### src/rtl/pio_pkg.sv
package pio_pkg;

    localparam int PIO_W    = 32;
    localparam int ADDR_W   = 8;
    localparam int NUM_BANK = 8;
    localparam int BANK_IW  = $clog2(NUM_BANK);

    // configuration bank indices (address bits [7:4])
    localparam int BK_OWN  = 0;
    localparam int BK_OE   = 1;
    localparam int BK_OUT  = 2;
    localparam int BK_PULL = 3;
    localparam int BK_FILT = 4;
    localparam int BK_MD   = 5;
    localparam int BK_MASK = 6;
    localparam int BK_BSEL = 7;
    localparam int BK_IN   = 8;

    typedef enum logic [1:0] {
        ACC_SET  = 2'd0,
        ACC_CLR  = 2'd1,
        ACC_STAT = 2'd2,
        ACC_NONE = 2'd3
    } acc_e;

    typedef struct packed {
        logic                cfg_hit;
        logic [BANK_IW-1:0]  idx;
        acc_e                acc;
        logic                lvl_hit;
        logic                pend_hit;
    } dec_t;

    function automatic logic bank_resets_high(int b);
        return (b == BK_OWN) || (b == BK_PULL);
    endfunction

    function automatic dec_t decode(logic [ADDR_W-1:0] a);
        dec_t d;
        d.cfg_hit  = 1'b0;
        d.idx      = a[4+BANK_IW-1:4];
        d.acc      = ACC_NONE;
        d.lvl_hit  = 1'b0;
        d.pend_hit = 1'b0;
        if (a[1:0] == 2'b00) begin
            if (int'(a[7:4]) < NUM_BANK) begin
                if (a[3:2] != 2'd3) begin
                    d.cfg_hit = 1'b1;
                    d.acc     = acc_e'(a[3:2]);
                end
            end else if (int'(a[7:4]) == BK_IN) begin
                d.lvl_hit  = (a[3:2] == 2'd0);
                d.pend_hit = (a[3:2] == 2'd1);
            end
        end
        return d;
    endfunction

endpackage

### src/rtl/pio_cfg_regs.sv
module pio_cfg_regs
    import pio_pkg::*;
#(
    parameter int W  = PIO_W,
    parameter int NB = NUM_BANK
) (
    input  logic                 clk,
    input  logic                 rst,
    input  logic [NB-1:0]        set_we,
    input  logic [NB-1:0]        clr_we,
    input  logic [W-1:0]         wdata,
    output logic [NB-1:0][W-1:0] q
);

    for (genvar b = 0; b < NB; b++) begin : g_bank
        localparam logic [W-1:0] RST_VAL = bank_resets_high(b) ? '1 : '0;

        always_ff @(posedge clk) begin
            if (rst)            q[b] <= RST_VAL;
            else if (set_we[b]) q[b] <= q[b] | wdata;
            else if (clr_we[b]) q[b] <= q[b] & ~wdata;
        end

        assert_set_R4: assert property (@(posedge clk) disable iff (rst)
            set_we[b] |=> ((q[b] & $past(wdata)) == $past(wdata)));
        assert_clr_R4: assert property (@(posedge clk) disable iff (rst)
            clr_we[b] |=> ((q[b] & $past(wdata)) == '0));
        assert_keep_R4: assert property (@(posedge clk) disable iff (rst)
            (set_we[b] || clr_we[b]) |=>
                ((q[b] & ~$past(wdata)) == ($past(q[b]) & ~$past(wdata))));
        assert_idle_R11: assert property (@(posedge clk) disable iff (rst)
            !(set_we[b] || clr_we[b]) |=> $stable(q[b]));
    end

endmodule

### src/rtl/pio_in_filter.sv
module pio_in_filter
    import pio_pkg::*;
#(
    parameter int W = PIO_W
) (
    input  logic         clk,
    input  logic         rst,
    input  logic [W-1:0] pad_in,
    input  logic [W-1:0] filt_en,
    output logic [W-1:0] lvl
);

    logic [W-1:0] meta, smp, smp_d;

    always_ff @(posedge clk) begin
        if (rst) begin
            meta  <= '0;
            smp   <= '0;
            smp_d <= '0;
        end else begin
            meta  <= pad_in;
            smp   <= meta;
            smp_d <= smp;
        end
    end

    for (genvar i = 0; i < W; i++) begin : g_pin
        always_ff @(posedge clk) begin
            if (rst)
                lvl[i] <= 1'b0;
            else if (!filt_en[i] || (smp[i] == smp_d[i]))
                lvl[i] <= smp[i];
        end
    end

    assert_filt_R8: assert property (@(posedge clk) disable iff (rst)
        (|filt_en) |=>
            (((lvl ^ $past(lvl)) & $past(filt_en) & ($past(smp) ^ $past(smp_d))) == '0));
    assert_track_R6: assert property (@(posedge clk) disable iff (rst)
        (|(lvl ^ smp)) |=> (((lvl ^ $past(lvl)) & ~$past(smp ^ lvl)) == '0));

endmodule

### src/rtl/pio_chg_irq.sv
module pio_chg_irq
    import pio_pkg::*;
#(
    parameter int W = PIO_W
) (
    input  logic         clk,
    input  logic         rst,
    input  logic [W-1:0] lvl,
    input  logic [W-1:0] mask,
    input  logic         rd_clr,
    output logic [W-1:0] pending,
    output logic         irq
);

    logic [W-1:0] lvl_d;
    logic [W-1:0] chg;

    always_ff @(posedge clk) begin
        if (rst) lvl_d <= '0;
        else     lvl_d <= lvl;
    end

    assign chg = lvl ^ lvl_d;

    always_ff @(posedge clk) begin
        if (rst)         pending <= '0;
        else if (rd_clr) pending <= chg;
        else             pending <= pending | chg;
    end

    assign irq = |(pending & mask);

    assert_edge_R7: assert property (@(posedge clk) disable iff (rst)
        (|(lvl ^ lvl_d)) |=>
            ((pending & ($past(lvl) ^ $past(lvl_d))) == ($past(lvl) ^ $past(lvl_d))));
    assert_hold_R9: assert property (@(posedge clk) disable iff (rst)
        !rd_clr |=> (($past(pending) & ~pending) == '0));
    assert_rdclr_R9: assert property (@(posedge clk) disable iff (rst)
        rd_clr |=> ((pending & ~($past(lvl) ^ $past(lvl_d))) == '0));
    assert_irq_R10: assert property (@(posedge clk) disable iff (rst)
        ((pending & mask) == '0) |-> !irq);

endmodule

### src/rtl/pio_port_ctrl.sv
module pio_port_ctrl
    import pio_pkg::*;
#(
    parameter int W = PIO_W
) (
    input  logic              clk,
    input  logic              rst,
    input  logic              bus_sel,
    input  logic              bus_wr,
    input  logic [ADDR_W-1:0] bus_addr,
    input  logic [W-1:0]      bus_wdata,
    output logic [W-1:0]      bus_rdata,
    input  logic [W-1:0]      pad_in,
    output logic [W-1:0]      pad_out,
    output logic [W-1:0]      pad_oe,
    output logic [W-1:0]      pad_pullup,
    input  logic [W-1:0]      per_a_out,
    input  logic [W-1:0]      per_a_oe,
    input  logic [W-1:0]      per_b_out,
    input  logic [W-1:0]      per_b_oe,
    output logic [W-1:0]      pin_in,
    output logic              irq
);

    dec_t                      dec;
    logic [NUM_BANK-1:0]       set_we, clr_we;
    logic [NUM_BANK-1:0][W-1:0] cfg;
    logic [W-1:0]              lvl, pending, rd_val;
    logic                      rd_clr;
    logic [W-1:0]              src_out, src_oe;

    assign dec = decode(bus_addr);

    always_comb begin
        for (int b = 0; b < NUM_BANK; b++) begin
            set_we[b] = bus_sel && bus_wr && dec.cfg_hit &&
                        (int'(dec.idx) == b) && (dec.acc == ACC_SET);
            clr_we[b] = bus_sel && bus_wr && dec.cfg_hit &&
                        (int'(dec.idx) == b) && (dec.acc == ACC_CLR);
        end
    end

    pio_cfg_regs #(.W(W), .NB(NUM_BANK)) i_cfg (
        .clk    (clk),
        .rst    (rst),
        .set_we (set_we),
        .clr_we (clr_we),
        .wdata  (bus_wdata),
        .q      (cfg)
    );

    pio_in_filter #(.W(W)) i_filt (
        .clk     (clk),
        .rst     (rst),
        .pad_in  (pad_in),
        .filt_en (cfg[BK_FILT]),
        .lvl     (lvl)
    );

    assign rd_clr = bus_sel && !bus_wr && dec.pend_hit;

    pio_chg_irq #(.W(W)) i_chg (
        .clk     (clk),
        .rst     (rst),
        .lvl     (lvl),
        .mask    (cfg[BK_MASK]),
        .rd_clr  (rd_clr),
        .pending (pending),
        .irq     (irq)
    );

    always_comb begin
        rd_val = '0;
        if (dec.cfg_hit && dec.acc == ACC_STAT) rd_val = cfg[dec.idx];
        else if (dec.lvl_hit)                   rd_val = lvl;
        else if (dec.pend_hit)                  rd_val = pending;
    end

    always_ff @(posedge clk) begin
        if (rst)                  bus_rdata <= '0;
        else if (bus_sel && !bus_wr) bus_rdata <= rd_val;
    end

    // per-pin source mux: port registers or selected peripheral
    for (genvar i = 0; i < W; i++) begin : g_mux
        always_comb begin
            if (cfg[BK_OWN][i]) begin
                src_out[i] = cfg[BK_OUT][i];
                src_oe[i]  = cfg[BK_OE][i];
            end else if (cfg[BK_BSEL][i]) begin
                src_out[i] = per_b_out[i];
                src_oe[i]  = per_b_oe[i];
            end else begin
                src_out[i] = per_a_out[i];
                src_oe[i]  = per_a_oe[i];
            end
        end
    end

    assign pad_out    = src_out & ~cfg[BK_MD];
    assign pad_oe     = src_oe & ~(cfg[BK_MD] & src_out);
    assign pad_pullup = cfg[BK_PULL];
    assign pin_in     = lvl;

    assert_od_R5: assert property (@(posedge clk) disable iff (rst)
        ((cfg[BK_MD] & (pad_out | (pad_oe & src_out))) == '0));
    assert_unmapped_R11: assert property (@(posedge clk) disable iff (rst)
        (bus_sel && !bus_wr && !dec.cfg_hit && !dec.lvl_hit && !dec.pend_hit)
            |=> (bus_rdata == '0));
    assert_own_R2: assert property (@(posedge clk) disable iff (rst)
        ((cfg[BK_OWN] & ~cfg[BK_MD] & (pad_out ^ cfg[BK_OUT])) == '0));

endmodule

### config.mk
export PLATFORM = sky130hd
export DESIGN_NAME = pio_port_ctrl
export DESIGN_NICKNAME = d
export VERILOG_FILES = /design/src/rtl/pio_pkg.sv /design/src/rtl/pio_cfg_regs.sv /design/src/rtl/pio_in_filter.sv /design/src/rtl/pio_chg_irq.sv /design/src/rtl/pio_port_ctrl.sv
export SDC_FILE = /design/constraint.sdc
export NUM_CORES = 1
export LEC_CHECK = 0
export BUFFER_PORTS_ARGS = -buffer_cell sky130_fd_sc_hd__buf_2
export CORE_UTILIZATION = 61
export CTS_CLUSTER_SIZE = 10
export DETAILED_ROUTE_END_ITERATION = 8
export PLACE_DENSITY_LB_ADDON = 0.05
export SLEW_MARGIN = 20
export SYNTH_ARGS = -nofsm -noshare
export SYNTH_HDL_FRONTEND = slang
export SYNTH_SLANG_ARGS = --single-unit
### constraint.sdc
create_clock -name clk -period 3.5 [get_ports clk]
set_clock_uncertainty 0.15 [all_clocks]
set_input_delay 0.525 -clock clk [delete_from_list [all_inputs] [get_ports clk]]
set_output_delay 0.525 -clock clk [all_outputs]
set_load 0.01 [all_outputs]
**Word-level counts from Yosys, hierarchy flattened**

Cells that the tools add are included.
Widths: inputs -> output; s select.

- Output and inout port bits: 161
- Memories kept: 0
- Bits in latches: 0
- Memory bits (writable): 0
- Bits of input ports: 204
- Word-level logic and storage cells: 382
- Memory bits (read-only): 0
- Flip-flop bits (word level): 480

- Multiplexer cells: 158
- Multiply operators: 0
- Magnitude comparators: 2
- Bitwise gates (word level): 25
- Add/subtract/negate cells: 0
- Reductions and logical operators: 107
- Divide/modulo/power cells: 0
- Equal/unequal tests: 44
- Shifts and indexed selects: 0

Operators with widths:

| kind | number |
|---|---|
| $mux 32 | 21 |
| $and 32x32->32 | 12 |
| $or 32x32->32 | 9 |
| $mux 1 | 131 |
| $bmux 32 s3 | 1 |
| $not 32->32 | 3 |
| $logic_not 1->1 | 33 |
| $eq 1x1->1 | 32 |
| $logic_or 1x1->1 | 32 |
| $reduce_or 32->1 | 1 |
| $xor 32x32->32 | 1 |
| $logic_and 1x1->1 | 29 |
| $reduce_bool 2->1 | 8 |
| $eq 3x3->1 const B | 4 |
| $mux 2 | 4 |
| $eq 3x2->1 const B | 2 |
| $logic_not 2->1 | 3 |
| $eq 2x1->1 const B | 2 |
| $eq 4x4->1 const B | 1 |
| $lt 3x4->1 const B | 1 |
| $lt 4x4->1 const B | 1 |
| $mux 4 | 1 |
| $eq 3x1->1 const B | 1 |
| $logic_not 3->1 | 1 |
| other kinds (2) | 2 |

**Longest topological paths before layout**

Gate-level depths: netlist of run 1.

- Depth in word-level cells: 9
- Mapped depth: 7
- Depth with buffers taken out: 4

**Cells and area by module**

From an unflattened synthesis of run 1, not the netlist that was laid out.

- Cell total of the unflattened synthesis: 2409
- Area total of the unflattened synthesis: 22704.3 sq um

By module, submodules not included:

| module | instances | area an instance (sq um) | seq. area each (sq um) | cells an instance |
|---|---|---|---|---|
| pio_cfg_regs | 1 | 10518.8 | 5124.9 | 1100 |
| pio_port_ctrl | 1 | 5555.3 | 640.6 | 685 |
| pio_in_filter | 1 | 4305.4 | 2562.5 | 401 |
| pio_chg_irq | 1 | 2324.7 | 1281.2 | 223 |

**Least setup slack after synthesis of run 1**

OpenSTA, ideal clock, no wires.

- Path kind: input-to-reg
- From: input port bus_addr[4]
- To: register bus_rdata[2]
- Setup time: 0.132 ns
- Required time: 3.218 ns
- Data arrival time: 1.971 ns
- Cell stages on the path: 6
- Path slack: 1.248 ns
- Buffers on the path: 2
- Cell sequence: buf_2 -> buf_2 -> mux4_2 -> a2bb2oi_1 -> a221oi_1 -> nor3_1

- Longest elaborated chain between the ends: 7
- Elaborated cells on any way between the ends: 15
- Those cells by class: order compare (1); eq/ne (2); mux (11); reduce/logical (1)

Ends and longest elaborated chain:

| element | line | RTL |
|---|---|---|
| start: declaration | pio_port_ctrl.sv:10 | `input logic [ADDR_W-1:0] bus_addr,` |
| parallel branches: the longest is 6 deep, another holds $lt 4x4->1 | n/a |  |
| $mux 32 * | pio_port_ctrl.sv:74 | `if (dec.cfg_hit && dec.acc == ACC_STAT) rd_val = cfg[dec.idx];` |
| end signal: assignment | pio_port_ctrl.sv:81 | `else if (bus_sel && !bus_wr) bus_rdata <= rd_val;` |
| end: declaration | pio_port_ctrl.sv:12 | `output logic [W-1:0] bus_rdata,` |

Mark *: on every way between the ends. The select of a mux whose other input is x is not followed.
A chain may end at the register's enable or synchronous reset.

==> flow_metrics.tcl, run 1 <==
set metrics [dict create \
    grt_overflow_total 0 \
    cts_buffer_depth 3 \
    antenna_found_initial 4 \
    period_share_pct 79.7 \
    area_delta_synth_final_pct 13.8 \
    root_buffer "clkbuf_16" \
    final_cell_mix "480 x dfxtp_1, 361 x buf_2, 320 x a21oi_1, 192 x a311oi_1, 161 x nor2b_1" \
    mostFrequentLayoutCell "dfxtp_1" \
    async_flop_share_pct 0 \
    rsz0062_at_grt "false" \
    critPathKind "reg2out" \
    die_w_um 192 \
    use_met2_pct 58.2 \
    post_cts_resized 0 \
    hp-class "in2reg" \
    syn_area_sq_mm 0.0219 \
    worstPathBufferInverterCount 1 \
    syn_area_per_cell_sq_um 9.48 \
    htreeDepth 2 \
    synth_cell_type_count 35 \
    gp_congestion 0.887 \
    ir_worst_vdd_v 0.000462 \
    routedWlPerCell_um 22.8 \
    ys_seq_elements 480 \
    cp_slowest_cell "or4_1" \
    worst_pin_slew_ns 1.16 \
    max_stage_delay_ns 0.55 \
    hold_viol_final 0 \
    cp_max_fo 3 \
    clk_pin_slew_ns 0.05 \
    crit_arrival_ns 2.11 \
    drive_above_1_share_pct 21.9 \
    critPathCaptureType "output port" \
    nets 2715 \
    die_h_um 192 \
    seqCellArea_sq_mm 0.00961 \
    critical_path_required_ns 2.82 \
    stdcell_count 2978 \
    coreArea_sq_mm 0.0355 \
    cts_buffers 54 \
    setup_viol 0 \
    clk-insertion-delay-late_ns 0.58 \
    firstDrtPassIters 5 \
    relSlewSlack_pct 22.2 \
    powerDensity_mw_per_mm2 458 \
    grtUsageTotal_pct 36.0 \
    multiInputGateArea_sq_mm 0.0107 \
    synth_flop_cell "dfxtp_1" \
    critPathLaunchType "flip-flop" \
    grt_pass1_vias 17904 \
    synthesis.nets 2519 \
    use_met1_pct 47.3 \
    drv_cap 0 \
    viasPerCell 6.56 \
    grt_max_degree 116 \
    grt_use_met3_pct 5.77 \
    dp.cells 2901 \
    num_io_pins 365 \
    synth_cells 2315 \
    rows 69 \
    grt_pass1_wl_um 102000 \
    initialDrtViolationCount 2008 \
    cp_top_family "simple AND/OR/NAND/NOR gates" \
    final_antenna_net_count 0 \
    die-area_sq_mm 0.0367 \
    finalWirelength_um 67900 \
    cts_sinks 480 \
    drc 0 \
    ys_seq_area_share_pct 43.8 \
    tns_ns 0 \
    cts_tree "built" \
    slew_violations 0 \
    fillers 2768 \
    port_buffers 364 \
    status "completed" \
    fin_crit_ns 2.79 \
    yosysWarnings 0 \
    fmax_mhz 358 \
    hpwl_um 45800 \
    vias 19532 \
    initial_core_util_pct 61.9 \
    leakage_nw 9.59 \
    top_usage_layer "met2" \
    cp_cell_sequence "a22oi_1, nand4_1, or4_1, buf_2" \
    synth_enable_flop_cells 0 \
]
==> synthesized netlist by cell type (5+ instances only) <==
library cell	count	area, sq um
and2_1	66	413
mux2_2	32	360
a21o_1	32	240
nor3_1	32	160
nand2_1	65	244
nand4_1	5	31.3
nor2_1	98	368
buf_6	9	101
a21oi_1	320	1600
o21ai_0	64	320
buf_2	46	230
dfxtp_1	480	9610
mux2i_1	128	1280
mux4_2	32	721
a211oi_1	96	721
a311oi_1	192	1680
clkbuf_1	123	462
a2bb2oi_1	32	280
a31oi_1	64	400
buf_1	12	45.0
xor2_1	32	280
inv_1	32	120
a22oi_1	16	120
buf_4	99	743
nor2b_1	165	1030
a221oi_1	32	280
==> what timing repair did <==
action,4_1_cts,5_1_grt
hold buffers,15,0
setup buffers,0,0
endpoints found under the hold margin,15,0
==> routing by layer <==
metal	share of wire, %	up-vias
li1	-	8950
met1	40	9343
met2	46	1049
met3	8.9	188
met4	4.3	2
met5	0.019	-
==> where the power goes <==
group          switching, mW  leakage, nW  internal [mW]  total [mW]
sequential            0.0863         3.90           5.58        5.66
clock                   2.11        0.695           2.74        4.85
combinational          0.570         5.00          0.368       0.938
total                   2.76         9.59           8.68        11.4
==> kinds of logic (layout without fill, tap and decap cells) <==
family          count (synthesis)  after routing  synth area share, %
simple gates                  441            441                 10.7
compound gates                848            848                 25.7
other cells                     0              1                    0
xor+xnor                       32             32                 1.28
buf+inv                       322            523                 7.77
mux                           192            192                 10.8
flops                         480            480                 43.8
==> stage by stage <==
stage	utilization (%)	hold WS [ns]	setup slack, ns	power, mW	instance area [sq um]
2_1_floorplan	-	0.264	1.25	6.32	21900
3_3_place_gp	66.0	0.266	0.652	6.66	23400
3_5_place_dp	66.0	0.275	0.590	6.68	23400
4_1_cts	70.4	0.00254	0.697	11.5	25000
5_1_grt	70.4	0.0281	0.666	11.8	25000
6_report	70.4	0.0127	0.710	11.4	25000
==> final cells by class <==
| cell class | instances | area share, % |
|---|---|---|
| sequential | 480 | 38.5 |
| clock inverter | 4 | 0.170 |
| tap | 461 | 2.31 |
| clock buffer | 57 | 5.50 |
| antenna | 1 | 0.0100 |
| timing repair buffer | 429 | 10.2 |
| multi-input combinational | 1513 | 42.9 |
| inverter | 33 | 0.496 |
==> final timing paths <==
kind	to	startpoint	depth (start not counted)	slack, ns
setup / recovery	irq	flip-flop	4	0.71
hold / removal	i_filt.meta[7]	pad_in[7]	2	0.01
setup reg to reg	bus_rdata[27]	flip-flop	4	1.43
hold reg to reg	i_filt.smp[20]	i_filt.meta[20]	1	0.28
No activity file was read; power rests on OpenSTA's default activity.
==> inputs of run 2 (changes only) <==
--- a/config.mk
+++ b/config.mk
@@ -5,8 +5,9 @@
 export SDC_FILE = /design/constraint.sdc
 export NUM_CORES = 1
 export LEC_CHECK = 0
+export ABC_AREA = 1
 export BUFFER_PORTS_ARGS = -buffer_cell sky130_fd_sc_hd__buf_2
-export CORE_UTILIZATION = 61
+export CORE_UTILIZATION = 51
 export CTS_CLUSTER_SIZE = 10
 export DETAILED_ROUTE_END_ITERATION = 8
 export PLACE_DENSITY_LB_ADDON = 0.05
==> constraint.sdc (replaced) <==
create_clock -name clk -period 2.3 [get_ports clk]
set_clock_uncertainty 0.15 [all_clocks]
set_input_delay 0.345 -clock clk [delete_from_list [all_inputs] [get_ports clk]]
set_output_delay 0.345 -clock clk [all_outputs]
set_load 0.01 [all_outputs]
==> run 2 against run 1 <==
Against the previous run:
- design area rose by 7.6%
- combinational power increased by 44%
- clock power is 55% higher
- global-route usage grew 2.7 points
- critical path depth up 1
- die area is 21% higher
- utilization is 8.0 points lower
- hold slack improved by 0.083 ns
- clock-buffer cell count is 4 higher
- via count up 23%
- register-to-register slack lost 0.71 ns
- power rose by 51%
- critical path type unchanged
==> flow_metrics.tcl, run 2 <==
set metrics [dict create \
    synth_cell_type_count 25 \
    critPathLaunchType "flip-flop" \
    fmax_mhz 438 \
    synth_enable_flop_cells 0 \
    powerDensity_mw_per_mm2 645 \
    slew_violations 0 \
    rsz0062_at_grt "false" \
    hp-class "in2reg" \
    grtUsageTotal_pct 38.7 \
    critical_path_required_ns 1.80 \
    synth_cells 3301 \
    antenna_found_initial 3 \
    period_share_pct 99.2 \
    synth_commonest_cells "679 x nand2_1, 480 x dfxtp_1, 392 x inv_1, 356 x nor2_1, 322 x o21ai_0" \
    synthesis.nets 3505 \
    final_antenna_net_count 0 \
    drive_above_1_share_pct 15.5 \
    yosys.cell_count.top_type "nand2_1" \
    cts_sinks 480 \
    ir_worst_vdd_v 0.000598 \
    gp_congestion 1.00 \
    status "completed" \
    die_w_um 211 \
    grt_overflow_total 0 \
    finalWorstSetupSlack_ns 0.0180 \
    finalWirelength_um 88800 \
    whs_ns 0.0960 \
    coreArea_sq_mm 0.0431 \
    final_cell_mix "678 x nand2_1, 467 x dfxtp_1, 386 x inv_1, 362 x buf_2, 348 x nor2_1" \
    fin_crit_ns 2.28 \
    dp.cells 4099 \
    mostFrequentLayoutCell "nand2_1" \
    area_delta_synth_final_pct 20.5 \
    ys_seq_area_share_pct 43.1 \
    yosysWarnings 0 \
    initial_core_util_pct 51.7 \
    root_buffer "clkbuf_16" \
    power_frac_clock_pct 43.2 \
    p_switching_mw 4.27 \
    leakage_nw 11.6 \
    nets 3847 \
    intPower_mw 13.1 \
    placed_area_sq_mm 0.0247 \
    cts_buffers 54 \
    rows 76 \
    drc 0 \
    clk-insertion-delay-late_ns 0.62 \
    setup_viol 0 \
    seqCellArea_sq_mm 0.00963 \
    routedWlPerCell_um 20.9 \
    firstDrtPassIters 6 \
    htreeDepth 2 \
    synth_top_area_share_pct 43.1 \
    hpwl_um 61600 \
    cts_buffer_depth 3 \
    relSlewSlack_pct 63.2 \
    fillers 4004 \
    design_area_sq_mm 0.0269 \
    seq_power_share_pct 49.0 \
    pre_cts_ws_ns 0.104 \
    ys_seq_elements 480 \
    comb_power_share_pct 7.8 \
    vias 23958 \
    viasPerCell 5.65 \
    grt_pass1_vias 21988 \
    multiInputGateArea_sq_mm 0.0101 \
    synth_flop_cell "dfxtp_1" \
    clk_pin_slew_ns 0.06 \
    drv_cap 0 \
    stdcell_count 4237 \
    synth_largest_area_cell "dfxtp_1" \
    grt_max_degree 93 \
    critPathCaptureType "output port" \
    worst_pin_slew_ns 0.553 \
    initialDrtViolationCount 2687 \
    tns_ns 0 \
    num_io_pins 365 \
    port_buffers 364 \
    syn_area_sq_mm 0.0223 \
    netSwitchingFraction_pct 24.7 \
    critPathKind "reg2out" \
    die-area_sq_mm 0.0445 \
    async_flop_share_pct 0 \
    grt_pass1_wl_um 130000 \
    synthTopCellsByArea "dfxtp_1 43%, nand2_1 11%, o21ai_0 7.2%" \
    cp_max_fo 3 \
    hold_viol_final 0 \
    die_h_um 211 \
    syn_area_per_cell_sq_um 6.75 \
    crit_arrival_ns 1.79 \
    cts_tree "built" \
]
run 2: cell count changes in the layout (fill, tap and decap cells not counted), sizes merged, moves of 66 or more:
| cell | change |
|---|---|
| nand2 | +616 |
| inv | +365 |
| o21ai | +350 |
| nand3 | +275 |
| nor2 | +268 |
| a311oi | -192 |
| nor2b | -165 |
| mux2i | -113 |
| a211oi | -96 |
| and2 | -66 |
run 2: final timing paths:
| check | startpoint | endpoint | slack, ns | cells after the start |
|---|---|---|---|---|
| max | flip-flop | irq | 0.02 | 5 |
| min | bus_sel | bus_rdata[30] | 0.1 | 6 |
| max reg2reg | flip-flop | bus_rdata[10] | 0.72 | 8 |
| min reg2reg | i_filt.meta[5] | i_filt.smp[5] | 0.25 | 2 |
run 2: worst max-delay path, cell delays in order, from the launching register on:
cell	delay, ns
dfxtp_1	0.38
nand2_1	0.21
nand4_1	0.12
nor2_1	0.10
nand4_1	0.17
buf_2	0.19
run 2: what timing repair did:
action / 4_1_cts / 5_1_grt
pin swaps: 2 / 4
hold endpoints to repair: 307 / 0
gates resized for setup: 11 / 26
hold buffers: 71 / 0
buffers inserted: 0 / 2
setup endpoints to repair: 6 / 17
run 2: final cells by class:
cell class / count / area share [%]
multi-input cells: 2186 / 37.6
diodes: 1 / 0.00931
well taps: 585 / 2.72
clock inverters: 3 / 0.154
repair buffers: 522 / 12.9
flip-flops and latches: 480 / 35.8
clock buffers: 61 / 5.13
inverters: 399 / 5.57
run 2: power groups by stage:
stage	Sequential (mW)	Combinational, mW	Clock, mW
4_1_cts	8.49	1.30	7.55
2_1_floorplan	8.67	0.627	0
5_1_grt	8.50	1.42	7.88
3_3_place_gp	8.67	1.19	0
6_report	8.49	1.35	7.50
3_5_place_dp	8.67	1.20	0
run 2: per-stage QoR:
stage / power, mW / utilization [%]
2_1_floorplan: 9.30 / -
5_1_grt: 17.8 / 62.4
3_3_place_gp: 9.86 / 57.3
3_5_place_dp: 9.88 / 57.3
4_1_cts: 17.4 / 62.3
6_report: 17.3 / 62.4
run 2: cell families after synthesis:
group	count (synthesis)	synth area share [%]
buffers and inverters	635	11.7
AND/OR/NAND/NOR	1395	26.2
multiplexers	15	0.674
flip-flops	480	43.1
AO/OA/AOI/OAI	744	17.1
XOR/XNOR	32	1.26
run 2: per-layer routing:
metal,wire (um),GRT usage [%]
met5,0,0
met4,3050,14.4
met3,11500,12.1
met2,37000,56.9
met1,37300,52.9
